## src/rtl/tcu_pkg.sv

```systemverilog
// Package tcu_pkg
// Shared encodings for the timer capture unit: the trigger-select code,
// the register address map and the control-register bit positions.
// Assumes exactly two capture channels (A = index 0, B = index 1).
package tcu_pkg;

    localparam int N_CH = 2;

    typedef enum logic [1:0] {
        TRG_OFF  = 2'd0,
        TRG_RISE = 2'd1,
        TRG_FALL = 2'd2,
        TRG_BOTH = 2'd3
    } trig_e;

    localparam logic [2:0] ADR_CTRL  = 3'd0;
    localparam logic [2:0] ADR_FLAGS = 3'd1;
    localparam logic [2:0] ADR_CAPA  = 3'd2;
    localparam logic [2:0] ADR_CAPB  = 3'd3;
    localparam logic [2:0] ADR_CNT   = 3'd4;

    localparam int BIT_EN     = 0;
    localparam int BIT_RUN    = 1;
    localparam int TRG_LSB    = 2;
    localparam int IE_CAP_LSB = 8;
    localparam int IE_OVR_LSB = IE_CAP_LSB + N_CH;
    localparam int CTRL_BITS  = IE_OVR_LSB + N_CH;

endpackage

```

## src/rtl/tcu_counter.sv

```systemverilog
// Module tcu_counter
// Free-running up-counter with rollover. It advances by one per clock
// while run_i is high and holds otherwise. A load request replaces the
// value and wins over counting.
// Assumes run_i and load_i are synchronous to clk.
module tcu_counter #(
    parameter int CNT_W = 16
) (
    input  logic             clk,
    input  logic             rst_n,
    input  logic             run_i,
    input  logic             load_i,
    input  logic [CNT_W-1:0] load_val_i,
    output logic [CNT_W-1:0] cnt_o
);

    localparam logic [CNT_W-1:0] ONE = CNT_W'(1);

    logic [CNT_W-1:0] cnt_q;

    // Counter register: reset, load, increment (natural rollover) or hold.
    always_ff @(posedge clk) begin
        if (!rst_n) begin
            cnt_q <= '0;
        end else if (load_i) begin
            cnt_q <= load_val_i;
        end else if (run_i) begin
            cnt_q <= cnt_q + ONE;
        end
    end

    assign cnt_o = cnt_q;

endmodule

```

## src/rtl/tcu_edge_sync.sv

```systemverilog
// Module tcu_edge_sync
// Brings one asynchronous event pin into the clock domain through a
// STAGES-deep flop chain. It then flags a rising and/or falling
// transition, as the trigger code selects, for exactly one cycle.
// Assumes each pin level lasts longer than one clock period.
module tcu_edge_sync
    import tcu_pkg::*;
#(
    parameter int STAGES = 2
) (
    input  logic  clk,
    input  logic  rst_n,
    input  logic  pin_i,
    input  trig_e trig_i,
    output logic  hit_o
);

    logic [STAGES-1:0] sync_q;
    logic              prev_q;
    logic              rise;
    logic              fall;

    // First synchronizer stage samples the raw pin.
    always_ff @(posedge clk) begin
        if (!rst_n) sync_q[0] <= 1'b0;
        else        sync_q[0] <= pin_i;
    end

    // Remaining synchronizer stages, one flop per extra stage.
    for (genvar s = 1; s < STAGES; s++) begin : g_stage
        always_ff @(posedge clk) begin
            if (!rst_n) sync_q[s] <= 1'b0;
            else        sync_q[s] <= sync_q[s-1];
        end
    end

    // Previous synchronized level, used for edge comparison.
    always_ff @(posedge clk) begin
        if (!rst_n) prev_q <= 1'b0;
        else        prev_q <= sync_q[STAGES-1];
    end

    // Edge classification and trigger qualification.
    always_comb begin
        rise  = sync_q[STAGES-1] & ~prev_q;
        fall  = ~sync_q[STAGES-1] & prev_q;
        hit_o = (trig_i[0] & rise) | (trig_i[1] & fall);
    end

endmodule

```

## src/rtl/tcu_capture_chan.sv

```systemverilog
// Module tcu_capture_chan
// One capture channel: the stored count, the capture flag and the
// sticky overrun flag. A hit stores the count and sets the capture
// flag. A hit that finds the flag already set also sets the overrun
// flag. The clear inputs are single-cycle; a hit on the same edge wins.
// Assumes hit_i is already qualified by the counter running.
module tcu_capture_chan #(
    parameter int CNT_W = 16
) (
    input  logic             clk,
    input  logic             rst_n,
    input  logic             hit_i,
    input  logic [CNT_W-1:0] cnt_i,
    input  logic             clr_cap_i,
    input  logic             clr_ovr_i,
    output logic [CNT_W-1:0] cap_o,
    output logic             cap_flag_o,
    output logic             ovr_flag_o
);

    logic [CNT_W-1:0] cap_q;
    logic             cap_flag_q;
    logic             ovr_flag_q;

    // Capture register: loads the live count on a qualified hit.
    always_ff @(posedge clk) begin
        if (!rst_n)     cap_q <= '0;
        else if (hit_i) cap_q <= cnt_i;
    end

    // Flags: hardware set has priority over the write-one clear.
    always_ff @(posedge clk) begin
        if (!rst_n) begin
            cap_flag_q <= 1'b0;
            ovr_flag_q <= 1'b0;
        end else begin
            cap_flag_q <= hit_i | (cap_flag_q & ~clr_cap_i);
            ovr_flag_q <= (hit_i & cap_flag_q) | (ovr_flag_q & ~clr_ovr_i);
        end
    end

    assign cap_o      = cap_q;
    assign cap_flag_o = cap_flag_q;
    assign ovr_flag_o = ovr_flag_q;

endmodule

```

## src/rtl/tcu_top.sv

```systemverilog
// Module tcu_top
// Dual-channel input-capture timer. It holds the control register,
// decodes the register bus, gates edge hits with the run state and
// combines the flags into one interrupt line.
// Assumes a single clock and bus writes that are one cycle wide.
module tcu_top
    import tcu_pkg::*;
#(
    parameter int CNT_W       = 16,
    parameter int SYNC_STAGES = 2
) (
    input  logic             clk,
    input  logic             rst_n,
    input  logic [N_CH-1:0]  evt_i,
    input  logic [2:0]       bus_addr,
    input  logic [CNT_W-1:0] bus_wdata,
    input  logic             bus_we,
    output logic [CNT_W-1:0] bus_rdata,
    output logic             irq
);

    localparam logic [CNT_W-1:0] CTRL_MASK = CNT_W'((1 << CTRL_BITS) - 1);

    logic [CNT_W-1:0]             ctrl_q;
    logic                         running;
    logic                         cnt_load;
    logic                         flag_wr;
    logic [CNT_W-1:0]             cnt_q;
    logic [N_CH-1:0]              raw_hit;
    logic [N_CH-1:0]              hit;
    logic [N_CH-1:0]              cap_flag;
    logic [N_CH-1:0]              ovr_flag;
    logic [N_CH-1:0][CNT_W-1:0]   cap_val;

    // Control register: written whole, unused bits forced to zero.
    always_ff @(posedge clk) begin
        if (!rst_n)                             ctrl_q <= '0;
        else if (bus_we && bus_addr == ADR_CTRL) ctrl_q <= bus_wdata & CTRL_MASK;
    end

    // Bus write decode and run qualification.
    always_comb begin
        running  = ctrl_q[BIT_EN] & ctrl_q[BIT_RUN];
        cnt_load = bus_we && (bus_addr == ADR_CNT);
        flag_wr  = bus_we && (bus_addr == ADR_FLAGS);
    end

    tcu_counter #(
        .CNT_W(CNT_W)
    ) u_cnt (
        .clk       (clk),
        .rst_n     (rst_n),
        .run_i     (running),
        .load_i    (cnt_load),
        .load_val_i(bus_wdata),
        .cnt_o     (cnt_q)
    );

    for (genvar i = 0; i < N_CH; i++) begin : g_ch
        tcu_edge_sync #(
            .STAGES(SYNC_STAGES)
        ) u_sync (
            .clk   (clk),
            .rst_n (rst_n),
            .pin_i (evt_i[i]),
            .trig_i(trig_e'(ctrl_q[TRG_LSB + 2*i +: 2])),
            .hit_o (raw_hit[i])
        );

        assign hit[i] = raw_hit[i] & running;

        tcu_capture_chan #(
            .CNT_W(CNT_W)
        ) u_chan (
            .clk       (clk),
            .rst_n     (rst_n),
            .hit_i     (hit[i]),
            .cnt_i     (cnt_q),
            .clr_cap_i (flag_wr & bus_wdata[i]),
            .clr_ovr_i (flag_wr & bus_wdata[N_CH + i]),
            .cap_o     (cap_val[i]),
            .cap_flag_o(cap_flag[i]),
            .ovr_flag_o(ovr_flag[i])
        );
    end

    // Read multiplexer for the register bus.
    always_comb begin
        bus_rdata = '0;
        case (bus_addr)
            ADR_CTRL:  bus_rdata = ctrl_q;
            ADR_FLAGS: bus_rdata = CNT_W'({ovr_flag, cap_flag});
            ADR_CAPA:  bus_rdata = cap_val[0];
            ADR_CAPB:  bus_rdata = cap_val[1];
            ADR_CNT:   bus_rdata = cnt_q;
            default:   bus_rdata = '0;
        endcase
    end

    // Interrupt combine: each flag gated by its own enable.
    always_comb begin
        irq = 1'b0;
        for (int i = 0; i < N_CH; i++) begin
            irq = irq | (cap_flag[i] & ctrl_q[IE_CAP_LSB + i])
                      | (ovr_flag[i] & ctrl_q[IE_OVR_LSB + i]);
        end
    end

endmodule

```

## config.mk

```make
export PLATFORM = sky130hd
export DESIGN_NAME = tcu_top
export DESIGN_NICKNAME = d
export VERILOG_FILES = /design/src/rtl/tcu_pkg.sv /design/src/rtl/tcu_counter.sv /design/src/rtl/tcu_edge_sync.sv /design/src/rtl/tcu_capture_chan.sv /design/src/rtl/tcu_top.sv
export SDC_FILE = /design/constraint.sdc
export NUM_CORES = 1
export LEC_CHECK = 0
export ABC_AREA = 1
export BUFFER_PORTS_ARGS = -buffer_cell sky130_fd_sc_hd__buf_4
export CAP_MARGIN = 20
export CORE_MARGIN = 2
export CORE_UTILIZATION = 50
export CTS_BUF_LIST = sky130_fd_sc_hd__clkbuf_4 sky130_fd_sc_hd__clkbuf_8
export DETAILED_ROUTE_END_ITERATION = 8
export PLACE_DENSITY = 0.72
export SYNTH_ARGS = -nofsm -noshare
export SYNTH_HDL_FRONTEND = slang
export SYNTH_HIERARCHICAL = 1
export SYNTH_SLANG_ARGS = --single-unit
```

## constraint.sdc

```tcl
create_clock -name clk -period 1.6 [get_ports clk]
set_input_delay 0.32 -clock clk [delete_from_list [all_inputs] [get_ports clk]]
set_output_delay 0.32 -clock clk [all_outputs]
set_load 0.05 [all_outputs]
```

==> out/results.tsv, run 1 <==
metric	value	unit
worstPathRequired	1.28	ns
num_vias	3902	
cp-start-kind	primary input	
via_per_inst	5.465	
switchingPower	0.9223	mW
pin_count	41	
clock-root-buffer	clkbuf_8	
synth_ff_type	dfxtp_1	
hold_path_startpoint	evt_i[1]	
synth_largest_area_cell	dfxtp_1	
drv_slew	0	
clkPwrFrac	0.439	
synth_area_per_cell	6.974	sq um
overflow	0	
max_freq	634.9	MHz
skew	0.008741	ns
drt_wl_total	11220	um
hold_depth	3	
synth_seq_cells	70	
cp_slowest_stage_delay	0.21	ns
area_growth_syn_to_layout	25.46	%
postLayoutCellArea	4821	sq um
first_pass_iters	5	
cts_made_buffers	9	
top_usage_layer	met2	
wire_per_inst	15.72	um
core_area	7331	sq um
worst-r2r-cell-count	6	
grt_use_total	0.2695	
drc	0	
placed_area	4330	sq um
syn_inst	551	
finalCritPeriodShare	0.9844	
first_iter_violations	287	
io_buffers	40	
grt_max_degree	35	
clkLatencyLatePin	0.35	ns
routabilityCongestion	0.9551	
max_cap_viol_count	0	
r2r-end	u_cnt/cnt_o[13]	
end_kind	primary output	
ant_nets	0	
syn_area	3842	sq um
cp_max_fo	5	
dieArea	8402	sq um
p_int	2.865	mW
h-tree-depth	3	
rsz0062_at_grt	yes	
cts_tree	yes	
holdWs	0.1437	ns
p_leak	2.200	nW
layout_commonest_cell	nand2_1	
grt_pass1_wl	17890	um
pwr-share-seq	0.471	
min_to	g_ch[1].u_sync/sync_q[0]	
use_met3	0.06081	
p_per_area	785.5	nW/um^2
yosys.area.top_type_share	0.3647	
rrSetupSlack	0.20	ns
status	completed	
synth_area_leaders	dfxtp_1 (36%), nand2_1 (11%), nor2_1 (8.0%), nand3_1 (6.9%), inv_1 (6.2%)	
hp-class	in -> reg	
fp-row-count	31	
layout_common_cells	nand2_1 (104), nor2_1 (81), inv_1 (62)	
diodes	0	
die_h	91.67	um
nets	635	
p_comb_frac	0.090	
grt_use_met1	0.3399	
crit_path_top_delay_cell	nor3_4	
path_cells	buf_4 > inv_4 > buf_8 > nor3_4 > buf_6 > nand2_1 > nand3_2 > buf_8	
final_layout_size_suffix_gt1_frac	0.2520	
crit_type	in -> out	
grt_pass1_vias	3690	
ctsHoldBuffers	0	
ys_warn_count	6	
setup_viol	0	
ir_drop	0.0005885	V
floorplan.initialDensity	0.5242	
p_sw_frac	0.2436	
synth_edf_count	0	
worst-path-buf-inv	5	
synth.distinct_cells	34	
ys_seq_area_frac	0.3647	
syn_nets	576	
grt.met2_usage	0.4363	
max_slew_margin	0.7485	
tightest_slew	0.3768	ns
antenna_found_initial	0	
r2r-start	ctrl_q[1]	
die_w	91.67	um
finalHoldViolCount	0	
path_delay_family	buffers and inverters	
clk_pin_slew_worst_paths	0.08	ns
clk_path_buf_depth	2	
synthArstFlopShare	0	
crit_top_cell	buf_8	
final.min_clock_period	1.575	ns
dp.final_hpwl	7720	um
arrival	1.25	ns
clock_sinks	70	
==> flip-flops by register name (all words and copies together) (netlist names) <==
name                    cells
ctrl_q                     12
g_ch.u_chan/cap_flag_o      2
g_ch.u_chan/cap_o          32
g_ch.u_chan/ovr_flag_o      2
g_ch.u_sync/prev_q          2
g_ch.u_sync/sync_q          4
u_cnt/cnt_o                16
==> synthesized netlist by cell type (2+ instances only) <==
master / count
o21bai_1: 3
o21ai_0: 32
nor2_8: 2
buf_8: 4
buf_4: 5
nand3_1: 53
nand4_1: 20
buf_2: 4
a22oi_1: 10
nand2_1: 115
inv_8: 2
nand3_4: 2
a21boi_0: 2
a21oi_2: 4
xnor2_1: 2
a21oi_1: 13
dfxtp_1: 70
a21boi_1: 10
nor2_1: 82
inv_2: 3
nand2_2: 6
o21ai_1: 13
xor2_1: 5
inv_1: 63
nor2_2: 6
clkbuf_1: 2
buf_6: 11
==> worst register-to-register path, delay by kind of cell (launching register included) <==
family	cells	cell delay, ns
AO/OA/AOI/OAI	2	0.24
buffers and inverters	2	0.39
flip-flops	1	0.39
AND/OR/NAND/NOR	2	0.26
==> layout make-up <==
class / instances / area (sq um)
fillers: 642 / 2510
multi-input cells: 387 / 1997
flip-flops and latches: 70 / 1440
repair buffers: 73 / 742.0
inverters: 68 / 280.3
clock buffers: 11 / 151.4
well taps: 99 / 123.9
clock inverters: 5 / 81.33
repair inverters: 1 / 5.005
==> power by group through the flow <==
stage / Combinational (mW) / Sequential, mW / Clock [mW]
final: 0.340 / 1.78 / 1.66
after global routing: 0.362 / 1.79 / 1.75
after CTS: 0.301 / 1.79 / 1.69
after detailed placement: 0.300 / 1.83 / 0
after global placement: 0.296 / 1.83 / 0
after floorplan: 0.165 / 1.82 / 0
==> per-stage QoR <==
step	setup slack, ns	power [mW]	utilization	instances	setup TNS, ns
after floorplan	0.002106	1.988	-	551	0
after global placement	-0.02842	2.127	0.5907	694	-0.08126
after detailed placement	-0.02709	2.131	0.5907	694	-0.09826
after CTS	0.0005285	3.780	0.6266	708	0
after global routing	-0.03225	3.903	0.6576	714	-0.09217
final	0.02501	3.787	0.6576	714	0
==> layer usage <==
layer  vias to the layer above  part of all wire  routed length, um
met1                      1832              0.41               4628
met3                        26             0.075                843
met2                       150              0.48               5409
li1                       1894                 -                  -
met5                         -                 0                  0
met4                         0             0.030                340
==> cells by family after synthesis <==
group	synth area share
xor+xnor	0.01596
buf+inv	0.1351
fa+ha+maj	0.003256
flops	0.3647
compound gates	0.1381
simple gates	0.3429
==> how the worst max path moves through the flow <==
stage	end	from	cells past startpoint	slack, ns
floorplan	u_cnt/cnt_o[13]	bus_addr[1]	10	0.002
global placement	bus_rdata[14]	bus_addr[2]	8	-0.03
detailed placement	bus_rdata[14]	bus_addr[2]	8	-0.03
CTS	bus_rdata[15]	bus_addr[2]	8	0.0005
global route	bus_rdata[12]	bus_addr[2]	8	-0.03
finish	bus_rdata[12]	bus_addr[2]	8	0.03
==> timing repair <==
item / 4_1_cts / 5_1_grt
gates cloned: 0 / 2
pin swaps: 2 / 9
hold endpoints to repair: 0 / 0
setup buffers: 0 / 4
endpoints found under the setup margin: 16 / 17
resized for setup: 22 / 47
No activity file was read; power rests on OpenSTA's default activity.
==> run 2: changes to the inputs <==
Settings changed: PLACE_DENSITY 0.72 to 0.73, SYNTH_HIERARCHICAL 1 to default.
==> out/results.tsv, run 2 <==
metric	value	unit
drt_wl_total	9629	um
p_per_area	817.6	nW/um^2
clkLatencyLatePin	0.35	ns
ys_top_cells_by_count	nand2_1 (83), o21ai_0 (74), dfxtp_1 (70)	
fp-row-count	29	
drv_slew	0	
synth.distinct_cells	31	
max_slew_margin	0.7225	
grt_use_met1	0.3660	
num_vias	3326	
crit_type	in -> out	
layout_commonest_cell	nand2_1	
ir_drop	0.0005343	V
skew	0.01111	ns
crit_path_top_delay_cell	buf_4	
ys_seq_area_frac	0.4201	
grt_max_degree	41	
grt_pass1_wl	15350	um
first_pass_iters	5	
ant_nets	0	
synthArstFlopShare	0	
arrival	1.26	ns
synth_most_common_cell	nand2_1	
finalHoldViolCount	0	
crit_top_cell	buf_4	
nets	553	
layout_common_cells	nand2_1 (74), o21ai_0 (59), a21oi_1 (57)	
largest_reg_flops	32	
holdWs	0.1545	ns
grt_use_total	0.2668	
syn_inst	463	
yosys.area.top_type_share	0.4201	
synth_ff_type	dfxtp_1	
io_buffers	40	
first_iter_violations	319	
drc	0	
startpoint	bus_addr[1]	
clkPwrFrac	0.413	
floorplan.initialDensity	0.5223	
finalCritPeriodShare	0.9887	
die_h	85.68	um
clock_sinks	70	
ys_warn_count	0	
clk_path_buf_depth	2	
final.min_clock_period	1.582	ns
setup_viol	0	
hp-class	in -> reg	
p_comb_frac	0.092	
antenna_found_initial	0	
power.total	3.608	mW
syn_nets	488	
grt_pass1_vias	3207	
max_cap_viol_count	0	
overflow	0	
top_usage_layer	met2	
finalWorstSetupSlack	0.01806	ns
synth_area_per_cell	7.205	sq um
max_freq	632.1	MHz
synth_edf_count	0	
p_sw_frac	0.2486	
rrSetupSlack	0.13	ns
p_int	2.711	mW
pre_cts_ws	-0.08683	ns
worst-r2r-cell-count	11	
syn_area	3336	sq um
rsz0062_at_grt	yes	
cp.depth	6	
r2r-start	u_cnt.cnt_o[0]	
routabilityCongestion	0.9061	
setup.worst_path.end	bus_rdata[3]	
cp-start-kind	primary input	
worstPathRequired	1.28	ns
end_kind	primary output	
path_cells	buf_8 > nor3_1 > buf_4 > a21oi_1 > o211ai_1 > buf_4	
p_leak	1.847	nW
path_delay_family	buffers and inverters	
core_area	6386	sq um
die_w	85.68	um
final_layout_size_suffix_gt1_frac	0.3152	
r2r-end	u_cnt.cnt_o[10]	
clk_pin_slew_worst_paths	0.07	ns
pin_count	41	
pwr-share-seq	0.495	
diodes	0	
cts_tree	yes	
cp_slowest_stage_delay	0.23	ns
via_per_inst	5.452	
cp_max_fo	8	
tightest_slew	0.4158	ns
status	completed	
ctsHoldBuffers	0	
worst-path-buf-inv	3	
switchingPower	0.8968	mW
synth_seq_cells	70	
dieArea	7341	sq um
h-tree-depth	3	
use_met3	0.04909	
synth_area_leaders	dfxtp_1 (42%), o21ai_0 (11%), nand2_1 (9.3%), a21oi_1 (8.9%), inv_1 (5.9%)	
cts_made_buffers	9	
grt.met2_usage	0.4197	
wire_per_inst	15.79	um
area_growth_syn_to_layout	32.30	%
synth_largest_area_cell	dfxtp_1	
dp.final_hpwl	6712	um
clock-root-buffer	clkbuf_8	
-- run 2: cell types whose count changed after synthesis, sizes merged, moves of 5 or more --
cell | before | now
a21oi | 17 | 59
nand3 | 56 | 25
nor2 | 91 | 33
nand2 | 121 | 92
o211ai | 0 | 5
a22oi | 10 | 2
clkbuf | 2 | 8
inv | 68 | 57
nand4 | 20 | 3
buf | 24 | 13
a21boi | 12 | 0
o21ai | 45 | 78
-- run 2: kinds of logic (layout without fill, tap and decap cells) --
group                      count (synthesis)  in the layout  synth area share
AOI/OAI and AO/OA                        152            152            0.2404
xor gates and xnor gates                   6              6           0.01575
adders and majority gates                  1              1          0.003750
buffers and inverters                     78            148            0.1046
DFF                                       70             70            0.4201
and+or+nand+nor                          156            156            0.2153
-- run 2: area by class of cell --
class                           instances  area [sq um]
Multi-Input combinational cell        315          1717
Timing Repair Buffer                   75         713.2
Clock inverter                          5         56.30
Sequential cell                        70          1428
Clock buffer                           11         151.4
Tap cell                               77         96.34
Fill cell                             542          1973
Inverter                               57         251.5
-- run 2: worst min-delay path by stage --
stage,depth (start not counted),to,slack [ns],from
4_1_cts,3,g_ch[0].u_sync.sync_q[0],0.14,evt_i[0]
3_3_place_gp,2,g_ch[0].u_sync.sync_q[1],0.39,g_ch[0].u_sync.sync_q[0]
2_1_floorplan,2,g_ch[0].u_sync.sync_q[1],0.39,g_ch[0].u_sync.sync_q[0]
3_5_place_dp,2,g_ch[1].u_sync.sync_q[1],0.40,g_ch[1].u_sync.sync_q[0]
6_report,3,g_ch[1].u_sync.sync_q[0],0.15,evt_i[1]
5_1_grt,3,g_ch[0].u_sync.sync_q[0],0.16,evt_i[0]
-- run 2: routing by layer --
| metal | share of wire | routed length (um) | up-vias |
|---|---|---|---|
| met2 | 0.47 | 4564 | 133 |
| li1 | - | - | 1654 |
| met5 | 0 | 0 | - |
| met3 | 0.073 | 707 | 15 |
| met1 | 0.44 | 4220 | 1524 |
| met4 | 0.014 | 137 | 0 |
-- run 2: worst reg2reg max path, delay by kind of cell, from the launching register on --
kind            cells  cell delay (ns)
simple gates        6             0.44
fa+ha+maj           1             0.20
buf+inv             3             0.27
flops               1             0.34
compound gates      1             0.12
-- run 2: stage by stage --
| step | util | area (sq um) | instances | setup TNS (ns) |
|---|---|---|---|---|
| floorplan | - | 3392 | 463 | -3.237 |
| global placement | 0.6154 | 3930 | 588 | -0.3939 |
| detailed placement | 0.6154 | 3930 | 588 | -0.6243 |
| CTS | 0.6614 | 4224 | 605 | 0 |
| global route | 0.6910 | 4413 | 610 | -0.2020 |
| finish | 0.6910 | 4413 | 610 | 0 |
-- run 2: timing repair --
item,CTS,global route
buffers inserted,1,5
resized for setup,43,50
endpoints found under the setup margin,15,16
pin swaps,3,5
-- run 2: power groups by stage --
stage | logic [mW] | clock network [mW] | registers, mW
finish | 0.332 | 1.49 | 1.79
detailed placement | 0.282 | 0 | 1.83
floorplan | 0.143 | 0 | 1.83
CTS | 0.294 | 1.51 | 1.79
global placement | 0.279 | 0 | 1.83
global route | 0.360 | 1.58 | 1.79
==> run 3: changes to the inputs <==
Settings changed: CORE_ASPECT_RATIO from default to 1.5.
==> out/results.tsv, run 3 (synthesized netlist as in run 2, its figures left out) <==
metric	value	unit
status	finished with violations	
violations	negative setup slack	
grt.met2_usage	0.4212	
r2r-end	u_cnt.cnt_o[10]	
path_cells	buf_6 > inv_4 > buf_4 > nor2_4 > inv_6 > o211ai_1 > buf_4	
diodes	0	
routabilityCongestion	0.8926	
clkLatencyLatePin	0.35	ns
antenna_found_initial	0	
rsz0062_at_grt	yes	
max_freq	615.4	MHz
grt_max_degree	43	
ctsHoldBuffers	0	
nets	550	
min_to	g_ch[1].u_sync.sync_q[0]	
num-fill-cells	561	
final_layout_size_suffix_gt1_frac	0.3157	
holdWs	0.1545	ns
p_comb_frac	0.090	
drc	0	
cp-start-kind	primary input	
area_growth_syn_to_layout	30.20	%
cts_made_buffers	9	
cts_tree	yes	
pwr-share-seq	0.512	
core_area	6486	sq um
num_vias	3347	
arrival	1.30	ns
finalSetupTns	-0.02485	ns
largest_reg_flops	32	
io_buffers	40	
use_met3	0.06202	
rrSetupSlack	0.13	ns
finalCritPeriodShare	1.016	
final.min_clock_period	1.625	ns
top_usage_layer	met2	
die_w	70.69	um
regArea	1435	sq um
tightest_slew	0.4292	ns
hold_path_startpoint	evt_i[1]	
p_int	2.657	mW
power.total	3.492	mW
pin_count	41	
layout_commonest_cell	nand2_1	
max_slew_margin	0.7135	
finalWorstSetupSlack	-0.02485	ns
p_per_area	804.0	nW/um^2
p_leak	1.828	nW
setup_viol	1	
via_per_inst	5.532	
fp-row-count	36	
hold_depth	3	
overflow	0	
drt_wl_total	9330	um
grt_pass1_vias	3104	
switchingPower	0.8345	mW
first_pass_iters	5	
multiInputGateArea	1693	sq um
clock-root-buffer	clkbuf_8	
grt_pass1_wl	15060	um
worstPathRequired	1.28	ns
pre_cts_ws	-0.08114	ns
h-tree-depth	3	
max_cap_viol_count	0	
ant_nets	0	
hp-class	in -> reg	
wire_per_inst	15.42	um
grt_use_met1	0.3286	
drv_slew	0	
crit_top_cell	buf_4	
skew	0.006739	ns
clkPwrFrac	0.398	
crit_type	in -> out	
cp_slowest_stage_delay	0.25	ns
crit_path_top_delay_cell	o211ai_1	
floorplan.initialDensity	0.5143	
cp_max_fo	12	
finalHoldViolCount	0	
first_iter_violations	256	
clock_sinks	70	
dieArea	7354	sq um
die_h	104.0	um
clk_pin_slew_worst_paths	0.07	ns
worst-r2r-cell-count	11	
layout_common_cells	nand2_1 (82), o21ai_0 (60), a21oi_1 (57)	
clk_path_buf_depth	2	
p_sw_frac	0.2390	
grt_use_total	0.2603	
r2r-start	u_cnt.cnt_o[0]	
end_kind	primary output	
dp.final_hpwl	6555	um
ir_drop	0.0005280	V
==> run 3: layout make-up <==
cell class / instances / share of cell area
Inverter: 57 / 0.05733
Sequential cell: 70 / 0.3305
Clock buffer: 15 / 0.04466
Tap cell: 76 / 0.02190
Multi-Input combinational cell: 315 / 0.3898
Timing Repair Buffer: 72 / 0.1559
==> run 3: worst max-delay path, delay by kind of cell <==
| kind | cells | cell delay (ns) |
|---|---|---|
| AO/OA/AOI/OAI | 1 | 0.25 |
| buffers and inverters | 5 | 0.60 |
| AND/OR/NAND/NOR | 1 | 0.13 |
==> run 3: power by group through the flow <==
| stage | Sequential, mW | Clock, mW | Combinational (mW) |
|---|---|---|---|
| after floorplan | 1.83 | 0 | 0.143 |
| after global placement | 1.83 | 0 | 0.274 |
| after detailed placement | 1.83 | 0 | 0.276 |
| after CTS | 1.79 | 1.41 | 0.286 |
| after global routing | 1.79 | 1.49 | 0.340 |
| final | 1.79 | 1.39 | 0.315 |
==> run 3: timing repair <==
action                     CTS  global route
pin swaps                    4             5
buffers inserted             1             6
cloned                       0             1
gates resized for setup     46            39
setup endpoints to repair   16            18
==> run 3: per-layer routing <==
| layer | routed length, um | share of wire |
|---|---|---|
| met1 | 3920 | 0.42 |
| met2 | 4799 | 0.51 |
| met4 | 155 | 0.017 |
| met5 | 0 | 0 |
| met3 | 454 | 0.049 |
==> run 3: worst max path at each step <==
stage | start | endpoint | slack, ns
finish | bus_addr[2] | bus_rdata[12] | -0.02
CTS | u_cnt.cnt_o[12] | bus_rdata[12] | -0.005
detailed placement | bus_addr[2] | bus_rdata[0] | -0.08
floorplan | bus_addr[0] | bus_rdata[12] | -0.28
global placement | bus_addr[0] | bus_rdata[5] | -0.05
global route | ctrl_q[3] | bus_rdata[3] | -0.06
==> run 3: per-stage QoR <==
step	cell area, sq um	utilization	cells
4_1_cts	4173	0.6433	598
6_report	4343	0.6696	605
5_1_grt	4343	0.6696	605
3_5_place_dp	3899	0.6011	583
3_3_place_gp	3899	0.6011	583
2_1_floorplan	3392	-	463
